$ cat src/rtl/lin_pkg.sv
package lin_pkg;

  typedef enum logic [3:0] {
    ST_IDLE, ST_SYNC, ST_PID, ST_TBRK, ST_TSYNC, ST_TPID,
    ST_RRX, ST_RTX, ST_TCK, ST_WAKE
  } lin_st_e;

  localparam logic [3:0] A_CTRL = 4'd0;
  localparam logic [3:0] A_CMD  = 4'd1;
  localparam logic [3:0] A_LEN  = 4'd2;
  localparam logic [3:0] A_ID   = 4'd3;
  localparam logic [3:0] A_STAT = 4'd4;

  localparam int F_IDOK = 0;
  localparam int F_RXOK = 1;
  localparam int F_TXOK = 2;
  localparam int F_ERR  = 3;

  localparam int E_PAR = 0;
  localparam int E_CKS = 1;
  localparam int E_FRM = 2;
  localparam int E_BIT = 3;
  localparam int E_SYN = 4;

  localparam logic [7:0] SYNC_BYTE = 8'h55;

  function automatic logic [7:0] lin_pid(input logic [5:0] id);
    logic p0, p1;
    p0 = id[0] ^ id[1] ^ id[2] ^ id[4];
    p1 = ~(id[1] ^ id[3] ^ id[4] ^ id[5]);
    return {p1, p0, id};
  endfunction

  function automatic logic [7:0] lin_add(input logic [7:0] a, input logic [7:0] b);
    logic [8:0] s;
    s = {1'b0, a} + {1'b0, b};
    return s[7:0] + {7'd0, s[8]};
  endfunction

endpackage

$ cat src/rtl/lin_brk_det.sv
module lin_brk_det #(
  parameter int BREAK_BITS = 11
) (
  input  logic clk,
  input  logic rst_n,
  input  logic tick,
  input  logic line,
  output logic brk
);
  localparam int CW = $clog2(BREAK_BITS + 1);

  logic [CW-1:0] cnt_q, cnt_d;
  logic          brk_d;

  always_comb begin
    cnt_d = cnt_q;
    brk_d = 1'b0;
    if (tick) begin
      if (!line) begin
        if (cnt_q != CW'(BREAK_BITS)) cnt_d = cnt_q + 1'b1;
      end else begin
        brk_d = (cnt_q == CW'(BREAK_BITS));
        cnt_d = '0;
      end
    end
  end

  always_ff @(posedge clk or negedge rst_n) begin
    if (!rst_n) begin
      cnt_q <= '0;
      brk   <= 1'b0;
    end else begin
      cnt_q <= cnt_d;
      brk   <= brk_d;
    end
  end

  a_r1_brk_clears_run: assert property (@(posedge clk) disable iff (!rst_n)
    brk |-> cnt_q == '0);
  a_r1_run_saturates: assert property (@(posedge clk) disable iff (!rst_n)
    cnt_q <= CW'(BREAK_BITS));

endmodule

$ cat src/rtl/lin_cksum.sv
module lin_cksum (
  input  logic       clk,
  input  logic       rst_n,
  input  logic       init,
  input  logic [7:0] seed,
  input  logic       add,
  input  logic [7:0] din,
  output logic [7:0] sum
);
  import lin_pkg::*;

  logic [7:0] sum_d;

  always_comb begin
    sum_d = sum;
    if (init)     sum_d = seed;
    else if (add) sum_d = lin_add(sum, din);
  end

  always_ff @(posedge clk or negedge rst_n) begin
    if (!rst_n) sum <= 8'h00;
    else        sum <= sum_d;
  end

endmodule

$ cat src/rtl/lin_frame_ctrl.sv
module lin_frame_ctrl #(
  parameter int BREAK_BITS = 11,
  parameter int MAX_LEN    = 8
) (
  input  logic        clk,
  input  logic        rst_n,
  input  logic        bit_tick,
  input  logic        line_rx,
  input  logic        rx_valid,
  input  logic [7:0]  rx_data,
  input  logic        rx_ferr,
  output logic        tx_valid,
  output logic        tx_brk,
  output logic [7:0]  tx_data,
  input  logic        tx_ready,
  input  logic        bit_err,
  input  logic        wr_en,
  input  logic [3:0]  wr_addr,
  input  logic [7:0]  wr_data,
  input  logic [3:0]  rd_addr,
  output logic [15:0] rd_data,
  output logic        irq_idok,
  output logic        irq_rxok,
  output logic        irq_txok,
  output logic        irq_err
);
  import lin_pkg::*;

  localparam int IW = $clog2(MAX_LEN + 1);
  localparam int AW = $clog2(MAX_LEN);

  logic [1:0] rs_q;
  logic       rst_s;

  always_ff @(posedge clk or negedge rst_n) begin
    if (!rst_n) rs_q <= 2'b00;
    else        rs_q <= {rs_q[0], 1'b1};
  end
  assign rst_s = rs_q[1];

  lin_st_e       st_q, st_d;
  logic [IW-1:0] idx_q, idx_d, len_q, len_d;
  logic [7:0]    pid_q, pid_d;
  logic [5:0]    hid_q, hid_d;
  logic [2:0]    ctrl_q, ctrl_d;
  logic [3:0]    flg_q, flg_d, set_f;
  logic [4:0]    err_q, err_d, errs;
  logic          raw_q, raw_d;
  logic [7:0]    buf_q [MAX_LEN];
  logic [7:0]    buf_d [MAX_LEN];
  logic          brk, ck_init, ck_add, ext, tx_act;
  logic [7:0]    ck_seed, ck_byte, ck_sum;
  logic [3:0]    idf, wv;

  lin_brk_det #(.BREAK_BITS(BREAK_BITS)) u_brk (
    .clk(clk), .rst_n(rst_s), .tick(bit_tick), .line(line_rx), .brk(brk));

  lin_cksum u_ck (
    .clk(clk), .rst_n(rst_s), .init(ck_init), .seed(ck_seed),
    .add(ck_add), .din(ck_byte), .sum(ck_sum));

  assign ext = (pid_q[5:0] >= 6'd62);
  assign wv  = wr_data[3:0];
  generate
    for (genvar g = 0; g < 4; g++) begin : g_idf
      assign idf[g] = (pid_q[5:0] == 6'(60 + g));
    end
  endgenerate

  always_comb begin
    st_d = st_q; idx_d = idx_q; len_d = len_q; pid_d = pid_q; hid_d = hid_q;
    ctrl_d = ctrl_q; raw_d = raw_q; buf_d = buf_q;
    set_f = '0; errs = '0;
    ck_init = 1'b0; ck_seed = 8'h00; ck_add = 1'b0; ck_byte = 8'h00;
    if (wr_en) begin
      case (wr_addr)
        A_CTRL: ctrl_d = wr_data[2:0];
        A_LEN:  len_d  = (wv == 4'd0) ? IW'(1) :
                         (32'(wv) > MAX_LEN) ? IW'(MAX_LEN) : IW'(wv);
        A_ID:   hid_d  = wr_data[5:0];
        default: if (wr_addr[3]) buf_d[wr_addr[AW-1:0]] = wr_data;
      endcase
    end
    case (st_q)
      ST_IDLE: if (wr_en && wr_addr == A_CMD) begin
        if (wr_data[0] && ctrl_q[0]) st_d = ST_TBRK;
        else if (wr_data[1] || wr_data[2]) begin
          st_d    = wr_data[1] ? ST_RRX : ST_RTX;
          idx_d   = '0;
          raw_d   = ext;
          ck_init = 1'b1;
          ck_seed = (ctrl_q[1] && !ext) ? pid_q : 8'h00;
        end else if (wr_data[3]) st_d = ST_WAKE;
      end
      ST_SYNC: if (rx_valid) begin
        st_d = ST_IDLE;
        if (rx_ferr)                 errs[E_FRM] = 1'b1;
        else if (rx_data == SYNC_BYTE) st_d = ST_PID;
        else                         errs[E_SYN] = 1'b1;
      end
      ST_PID: if (rx_valid) begin
        st_d = ST_IDLE;
        if (rx_ferr) errs[E_FRM] = 1'b1;
        else if (lin_pid(rx_data[5:0]) == rx_data) begin
          pid_d = rx_data;
          set_f[F_IDOK] = 1'b1;
        end else errs[E_PAR] = 1'b1;
      end
      ST_TBRK:  if (tx_ready) st_d = ST_TSYNC;
      ST_TSYNC: if (tx_ready) st_d = ST_TPID;
      ST_TPID:  if (tx_ready) begin
        pid_d = lin_pid(hid_q);
        set_f[F_IDOK] = 1'b1;
        st_d = ST_IDLE;
      end
      ST_RRX: if (rx_valid) begin
        if (rx_ferr) begin
          errs[E_FRM] = 1'b1;
          st_d = ST_IDLE;
        end else if (idx_q < len_q) begin
          buf_d[idx_q[AW-1:0]] = rx_data;
          ck_add  = 1'b1;
          ck_byte = rx_data;
          idx_d   = idx_q + 1'b1;
          if (raw_q && (idx_q + 1'b1 == len_q)) begin
            set_f[F_RXOK] = 1'b1;
            st_d = ST_IDLE;
          end
        end else begin
          if (rx_data == ~ck_sum) set_f[F_RXOK] = 1'b1;
          else                    errs[E_CKS]   = 1'b1;
          st_d = ST_IDLE;
        end
      end
      ST_RTX: if (tx_ready) begin
        ck_add  = 1'b1;
        ck_byte = buf_q[idx_q[AW-1:0]];
        idx_d   = idx_q + 1'b1;
        if (idx_q + 1'b1 == len_q) begin
          if (raw_q) begin
            set_f[F_TXOK] = 1'b1;
            st_d = ST_IDLE;
          end else st_d = ST_TCK;
        end
      end
      ST_TCK: if (tx_ready) begin
        set_f[F_TXOK] = 1'b1;
        st_d = ST_IDLE;
      end
      ST_WAKE: if (tx_ready) st_d = ST_IDLE;
      default: st_d = ST_IDLE;
    endcase
    if (tx_act && bit_err) begin
      errs[E_BIT] = 1'b1;
      st_d = ST_IDLE;
    end
    if (brk && !ctrl_q[0]) st_d = ST_SYNC;
    flg_d = flg_q;
    err_d = err_q;
    if (wr_en && wr_addr == A_STAT) begin
      flg_d = flg_q & ~wr_data[3:0];
      if (wr_data[F_ERR]) err_d = '0;
    end
    if (errs != '0) set_f[F_ERR] = 1'b1;
    flg_d = flg_d | set_f;
    err_d = err_d | errs;
  end

  always_ff @(posedge clk or negedge rst_s) begin
    if (!rst_s) begin
      st_q <= ST_IDLE; idx_q <= '0; len_q <= IW'(1); pid_q <= 8'h00;
      hid_q <= '0; ctrl_q <= '0; raw_q <= 1'b0; flg_q <= '0; err_q <= '0;
      for (int i = 0; i < MAX_LEN; i++) buf_q[i] <= 8'h00;
    end else begin
      st_q <= st_d; idx_q <= idx_d; len_q <= len_d; pid_q <= pid_d;
      hid_q <= hid_d; ctrl_q <= ctrl_d; raw_q <= raw_d; flg_q <= flg_d;
      err_q <= err_d; buf_q <= buf_d;
    end
  end

  always_comb begin
    tx_act  = 1'b1;
    tx_brk  = 1'b0;
    tx_data = 8'h00;
    case (st_q)
      ST_TBRK:  tx_brk  = 1'b1;
      ST_TSYNC: tx_data = SYNC_BYTE;
      ST_TPID:  tx_data = lin_pid(hid_q);
      ST_RTX:   tx_data = buf_q[idx_q[AW-1:0]];
      ST_TCK:   tx_data = ~ck_sum;
      ST_WAKE:  tx_data = ctrl_q[2] ? 8'h80 : 8'hF0;
      default:  tx_act  = 1'b0;
    endcase
  end
  assign tx_valid = tx_act;

  always_comb begin
    rd_data = 16'h0000;
    case (rd_addr)
      A_CTRL: rd_data = 16'(ctrl_q);
      A_LEN:  rd_data = 16'(len_q);
      A_ID:   rd_data = 16'(pid_q);
      A_STAT: rd_data = {3'b000, err_q, idf, flg_q};
      default: if (rd_addr[3]) rd_data = 16'(buf_q[rd_addr[AW-1:0]]);
    endcase
  end

  assign irq_idok = flg_q[F_IDOK];
  assign irq_rxok = flg_q[F_RXOK];
  assign irq_txok = flg_q[F_TXOK];
  assign irq_err  = flg_q[F_ERR];

  a_r5_tx_hold: assert property (@(posedge clk) disable iff (!rst_s)
    tx_valid && !tx_ready && !bit_err && !brk |=>
      tx_valid && $stable(tx_data) && $stable(tx_brk));
  a_r4_idflags_onehot: assert property (@(posedge clk) disable iff (!rst_s)
    $onehot0(idf));
  a_r11_err_has_cause: assert property (@(posedge clk) disable iff (!rst_s)
    $rose(irq_err) |-> err_q != '0);
  a_r6_idx_bound: assert property (@(posedge clk) disable iff (!rst_s)
    32'(idx_q) <= MAX_LEN);
  a_r10_rxok_sticky: assert property (@(posedge clk) disable iff (!rst_s)
    irq_rxok && !(wr_en && wr_addr == A_STAT && wr_data[F_RXOK]) |=> irq_rxok);
  a_r8_raw_no_cksum: assert property (@(posedge clk) disable iff (!rst_s)
    st_q == ST_TCK |-> !raw_q);

endmodule

$ cat config.mk
export PLATFORM = sky130hd
export DESIGN_NAME = lin_frame_ctrl
export DESIGN_NICKNAME = d
export VERILOG_FILES = /design/src/rtl/lin_pkg.sv /design/src/rtl/lin_brk_det.sv /design/src/rtl/lin_cksum.sv /design/src/rtl/lin_frame_ctrl.sv
export SDC_FILE = /design/constraint.sdc
export NUM_CORES = 1
export LEC_CHECK = 0
export CORE_UTILIZATION = 59
export CTS_CLUSTER_DIAMETER = 100
export DETAILED_ROUTE_END_ITERATION = 8
export DONT_BUFFER_PORTS = 1
export PLACE_DENSITY_LB_ADDON = 0.1
export SETUP_SLACK_MARGIN = 0.5
export SLEW_MARGIN = 40
export SYNTH_ARGS = -nofsm -noshare
export SYNTH_HDL_FRONTEND = slang
export SYNTH_SLANG_ARGS = --single-unit
export TNS_END_PERCENT = 5
$ cat constraint.sdc
create_clock -name clk -period 3.35 [get_ports clk]
set_input_delay 0.5025 -clock clk [delete_from_list [all_inputs] [get_ports clk]]
set_output_delay 0.5025 -clock clk [all_outputs]
set_load 0.01 [all_outputs]
==> results_dict.tcl, run 1 <==
set metrics [dict create \
    outcome "finished with violations" \
    violations "setup timing" \
    port_buffers 0 \
    synth_area_per_cell_um2 9.341 \
    grt_overflow 0 \
    holdCritPathClass "in -> reg" \
    cts_num_sinks 118 \
    synth.distinct_cells 75 \
    final_area_um2 9741 \
    track_usage_pct 37.38 \
    hold_violations 0 \
    cts-root-buf "clkbuf_16" \
    vias 7420 \
    dp_hpwl_um 18730 \
    die_x_um 120.4 \
    grt_max_degree 60 \
    synth_edf_count 0 \
    coreArea_um2 13450 \
    final.setup.worst_slack_ns -0.1938 \
    synthTopCellsByArea "dfrtp_1 35%, mux2i_1 10%, mux4_2 6.0%, a21oi_1 4.3%, nand2_1 4.1%" \
    start_kind "flip-flop" \
    drcViolationCount 0 \
    ys_seq_area_share_pct 35.73 \
    synth-main-ff-cell "dfrtp_1" \
    synth_compound_gate_area_share_pct 16.65 \
    syn_inst 885 \
    cpMaxStageDelayCell "dfrtp_1" \
    skew_ns 0.01037 \
    rsz0062_at_grt "true" \
    yosys.area.top_type "dfrtp_1" \
    ys_top_cells_by_count "117 x dfrtp_1, 90 x nand2_1, 85 x nor2_1" \
    combPwrFrac_pct 38.4 \
    fin_crit_ns 3.544 \
    rows 42 \
    drive_above_1_share_pct 24.24 \
    switchingPower_mw 2.415 \
    cp-end-kind "flip-flop" \
    final_max_slew_viol_count 0 \
    gp_congestion 0.9225 \
    synth_top_family_by_area "multiplexers" \
    cellPowerDensity_nw_per_um2 670.3 \
    routed_wl_um 26010 \
    cts_tree "yes" \
    start_util_pct 61.45 \
    worstMarginPinSlew_ns 0.7635 \
    numCtsBuffers 17 \
    synth_xor_area_share_pct 3.466 \
    clk-insertion-delay-late_ns 0.43 \
    dieArea_um2 14490 \
    synthMuxAreaShare_pct 19.71 \
    p_leak_nw 4.137 \
    worstPathArrival_ns 3.85 \
    pwr-share-seq_pct 34.6 \
    crit_type "reg -> reg" \
    crit_top_cell "buf_4" \
    dieHeight_um 120.4 \
    detail_route.wl_per_cell_um 23.04 \
    synth_area_um2 8267 \
    dp_slack_ns -0.3785 \
    ios 63 \
    ys_warn_count 0 \
    grt_pass1_wl_um 40510 \
    nNetsFinal 991 \
    first_iter_violations 863 \
    min_period_over_period_pct 105.8 \
    critical_path.max_stage_delay_ns 0.43 \
    required_ns 3.65 \
    cp_cell_sequence "buf_4 > buf_4 > and3_1 > a31o_2 > a221o_1 > a22o_1 > ha_4 > o21a_1 > a21oi_2 > o21bai_2 > ha_2 > nand3_4 > nor3_4 > nand3_2 > xor2_1 > o21ai_1" \
    ys_ff_latch 118 \
    grt_pass1_vias 7518 \
    clk_path_buf_depth 2 \
    finalSetupViolations 8 \
    worstPathMaxFanout 10 \
    vias_per_cell 6.572 \
    clk_pin_slew_worst_paths_ns 0.06 \
    area_growth_pct 17.83 \
    switching_share_pct 36.99 \
    htreeDepth 4 \
    netlist.area_leader.share_pct 35.42 \
    drt-pass1-iter-count 5 \
    place_area_um2 8911 \
    antenna_found_initial 0 \
    synth_adder_area_share_pct 2.815 \
    diodes 0 \
    fmax_mhz 282.2 \
    yosysMostFrequentCell "dfrtp_1" \
    yosys.area_share.simple_pct 17.21 \
    clock_power_share_pct 27.0 \
    utilization_pct 72.41 \
    async_flop_share_pct 100.0 \
    ant_nets 0 \
    slew_headroom_pct 49.10 \
    drv_cap 0 \
    ir_worst_vdd_mv 0.5088 \
    internal-power_mw 4.114 \
    design_power_total_mw 6.529 \
]
## registers in the layout, indices dropped and copies added (netlist names)
register	flops
pid_q	8
ctrl_q	3
raw_q	1
len_q	4
u_brk.brk	1
hid_q	6
u_ck.sum	8
buf_q	64
st_q	4
rs_q	2
u_brk.cnt_q	4
idx_q	4
err_q	5
flg_q	4
## power by group through the flow
stage / Clock, mW / Sequential, mW / Combinational [mW]
2_1_floorplan: 0 / 2.12 / 1.67
3_3_place_gp: 0 / 2.25 / 2.30
3_5_place_dp: 0 / 2.27 / 2.37
4_1_cts: 1.77 / 2.25 / 2.44
5_1_grt: 1.82 / 2.30 / 2.71
6_report: 1.76 / 2.26 / 2.51
## worst paths after layout
path / depth (start not counted) / slack, ns / startpoint / to
setup / recovery: 16 / -0.19 / idx_q[0] / u_ck.sum[6]
min in group asynchronous: 0 / 0.22 / rs_q[1] / buf_q[62]
setup reg to reg: 16 / -0.19 / idx_q[0] / u_ck.sum[6]
hold reg to reg: 0 / 0.22 / rs_q[1] / buf_q[62]
max in group asynchronous: 1 / 2.46 / rs_q[1] / len_q[0]
hold / removal: 1 / 0.17 / wr_data[3] / len_q[0]
## cell type report
cell class                      count  area, um^2
Clock buffer                       19       442.9
Clock inverter                     13       127.6
Fill cell                        1024        3712
Inverter                           18       67.56
Multi-Input combinational cell    690        5151
Sequential cell                   118        2959
Tap cell                          176       220.2
Timing Repair Buffer               95       772.0
## repair_timing
item	4_1_cts	5_1_grt
buffers inserted	5	4
hold buffers	1	0
setup endpoints to repair	10	11
pin swaps	17	6
endpoints found under the hold margin	2	0
gates resized for setup	27	13
## per-layer routing
metal | up-vias | global-route usage (%) | share of wire (%)
met3 | 73 | 8.160 | 8.5
met2 | 379 | 61.57 | 49
li1 | 3331 | - | -
met1 | 3637 | 47.31 | 39
met4 | 0 | 16.51 | 3.3
met5 | - | 0 | 0
## cells by family after synthesis
logic type | count (synthesis)
AOI/OAI and AO/OA | 218
xor gates and xnor gates | 31
adders and majority gates | 18
buffers and inverters | 79
DFF | 118
muxes | 132
other | 2
and+or+nand+nor | 287
## through the flow
step	cells	hold slack, ns	TNS (ns)
after floorplan	887	0.2069	-22.46
after global placement	1086	0.2070	-1.653
final	1129	0.1659	-0.7970
after global routing	1129	0.1547	-2.507
after detailed placement	1086	0.2071	-2.273
after CTS	1124	0.1519	-0.4080
## critical path, delay by kind of cell, from the launching register on
family	cells	cell delay, ns
xor gates and xnor gates	1	0.18
buffers and inverters	2	0.36
and+or+nand+nor	4	0.61
DFF	1	0.43
AOI/OAI and AO/OA	7	1.33
adders and majority gates	2	0.52
## layout by cell type, fill, tap and decap left out, types with 13 or more instances in the layout
| master | netlist | routed |
|---|---|---|
| dfrtp_1 | 117 | 115 |
| nand2_1 | 90 | 90 |
| buf_4 | 7 | 87 |
| nor2_1 | 85 | 83 |
| mux2i_1 | 84 | 83 |
| a21oi_1 | 71 | 69 |
| o21ai_1 | 21 | 27 |
| mux2_2 | 26 | 26 |
| o21ai_0 | 37 | 25 |
| mux4_2 | 22 | 22 |
| xor2_1 | 18 | 18 |
| inv_1 | 18 | 17 |
| clkbuf_16 | 0 | 17 |
| nand3_1 | 17 | 13 |
| o22ai_1 | 13 | 13 |
Note: power is estimated with default switching activity, not from simulation.
==> run 2: changes to the inputs <==
--- a/config.mk
+++ b/config.mk
@@ -5,7 +5,8 @@
 export SDC_FILE = /design/constraint.sdc
 export NUM_CORES = 1
 export LEC_CHECK = 0
-export CORE_UTILIZATION = 59
+export CORE_UTILIZATION = 60
+export CTS_BUF_LIST = sky130_fd_sc_hd__clkbuf_8
 export CTS_CLUSTER_DIAMETER = 100
 export DETAILED_ROUTE_END_ITERATION = 8
 export DONT_BUFFER_PORTS = 1
==> constraint.sdc (replaced) <==
create_clock -name clk -period 3.35 [get_ports clk]
set_input_delay 0.5025 -clock clk [delete_from_list [all_inputs] [get_ports clk]]
set_output_delay 0.5025 -clock clk [all_outputs]
set_load 0.1 [all_outputs]
==> results_dict.tcl, run 2 (synthesis gave the netlist of run 1 again) <==
set metrics [dict create \
    outcome "finished with violations" \
    violations "setup timing" \
    vias_per_cell 6.519 \
    grt_max_degree 67 \
    port_buffers 0 \
    regArea_um2 2960 \
    rsz0062_at_grt "true" \
    reg2regPathDepth 21 \
    track_usage_pct 39.10 \
    grt_pass1_wl_um 41410 \
    slew_headroom_pct 43.67 \
    skew_ns 0.01162 \
    hold_violations 0 \
    required_ns 3.70 \
    coreArea_um2 13350 \
    clk_path_buf_depth 2 \
    min_period_over_period_pct 110.2 \
    hold_path_depth 1 \
    fin_crit_ns 3.691 \
    clk-insertion-delay-late_ns 0.46 \
    grt_pass1_vias 7468 \
    final_max_slew_viol_count 0 \
    cts-root-buf "clkbuf_8" \
    clk_pin_slew_worst_paths_ns 0.08 \
    die_x_um 119.4 \
    regMostFlops "buf_q" \
    multi_input_area_um2 5391 \
    p_leak_nw 4.360 \
    vias 7595 \
    top_regs "buf_q x64, pid_q x8, u_ck.sum x8" \
    crit_type "reg -> reg" \
    routed_wl_um 27120 \
    drive_above_1_share_pct 30.13 \
    final_area_um2 10300 \
    largest_reg_flops 64 \
    detail_route.wl_per_cell_um 23.28 \
    cp-end-kind "flip-flop" \
    finalSetupViolations 8 \
    diodes 0 \
    htreeDepth 4 \
    gp_congestion 0.9781 \
    mostFrequentLayoutCells "114 x dfrtp_1, 89 x buf_4, 87 x nand2_1" \
    drcViolationCount 0 \
    worstPathMaxFanout 5 \
    start_util_pct 61.93 \
    cellPowerDensity_nw_per_um2 747.8 \
    dieHeight_um 119.4 \
    ir_worst_vdd_mv 0.4510 \
    cts_num_sinks 118 \
    holdCritPathClass "in -> reg" \
    worstPathArrival_ns 4.04 \
    drv_cap 0 \
    first_iter_violations 681 \
    finalSetupTns_ns -2.106 \
    ant_nets 0 \
    antenna_found_initial 0 \
    worstMarginPinSlew_ns 0.8397 \
    fmax_mhz 270.9 \
    area_growth_pct 24.58 \
    nNetsFinal 1027 \
    nFillCells 931 \
    final_common_cell "dfrtp_1" \
    start_kind "flip-flop" \
    numCtsBuffers 17 \
    dieArea_um2 14250 \
    grt_overflow 0 \
    hold_slack_ns 0.1024 \
    rows 42 \
    dp_hpwl_um 19160 \
    cts_tree "yes" \
    ios 63 \
    drt-pass1-iter-count 6 \
    final.setup.worst_slack_ns -0.3408 \
    place_area_um2 9158 \
]
[run 2: cell types whose count changed in the layout (fill, tap and decap cells not counted), moves of 4 or more]
| cell | delta |
|---|---|
| a21oi_1 | -5 |
| buf_12 | +4 |
| buf_6 | +25 |
| clkbuf_16 | -15 |
| clkbuf_8 | +16 |
| clkinv_4 | -4 |
| inv_1 | -4 |
| inv_6 | +6 |
| o21ai_1 | +4 |
[run 2: where the power goes]
group / internal (mW) / switching [mW]
logic: 1.77 / 2.25
clock network: 0.694 / 0.694
registers: 1.82 / 0.468
[run 2: worst max-delay path, stage by stage, from the launching register on]
cell,delay (ns)
dfrtp_2,0.47
buf_4,0.16
buf_6,0.12
buf_6,0.12
nand3_2,0.05
o21ai_1,0.06
a22o_1,0.19
a21oi_2,0.19
o21ai_2,0.09
ha_2,0.21
fa_2,0.39
a211oi_2,0.27
o21ai_1,0.11
a21oi_1,0.17
o21bai_1,0.12
ha_2,0.20
nand3_2,0.09
buf_4,0.12
buf_6,0.08
xor2_1,0.13
o21ai_1,0.08
a22o_1,0.18
[run 2: per-stage QoR]
stage               util, %  std cells  worst slack (ns)  power, mW
floorplan                 -        887           -0.3151      4.552
global placement      68.56       1105           -0.2828      5.516
detailed placement    68.61       1105           -0.3166      5.624
CTS                   74.60       1156          -0.03861      7.320
global route          77.16       1165           -0.5207      8.008
finish                77.16       1165           -0.3408      7.701
[run 2: routing by layer]
metal / track usage, % / vias to the layer above / part of all wire [%]
met4: 19.45 / 0 / 4.5
met5: 0 / - / 0
met3: 8.333 / 86 / 8.6
li1: - / 3401 / -
met2: 65.12 / 354 / 49
met1: 48.10 / 3754 / 38
[run 2: final timing paths]
path / start / endpoint / slack [ns]
hold reg to reg: rs_q[0] / rs_q[1] / 0.36
setup / recovery: idx_q[1] / u_ck.sum[3] / -0.34
hold / removal: wr_data[3] / len_q[0] / 0.10
min in group asynchronous: rst_n / rs_q[1] / 0.27
setup reg to reg: idx_q[1] / u_ck.sum[3] / -0.34
max in group asynchronous: rs_q[1] / len_q[0] / 2.10
[run 2: cell type report]
cell class | count | share of cell area, %
clock buffer | 17 | 2.272
clock inverter | 15 | 1.762
inverter | 18 | 0.6561
multi-input combinational | 690 | 52.35
sequential | 118 | 28.75
tap | 176 | 2.138
timing repair buffer | 131 | 12.08
[run 2: what timing repair did]
action                                 4_1_cts  5_1_grt
setup buffers                               18        9
endpoints found under the hold margin        2        0
hold buffers                                 1        0
gates resized for setup                     66       56
pin swaps                                   36       45
setup endpoints to repair                   17       40
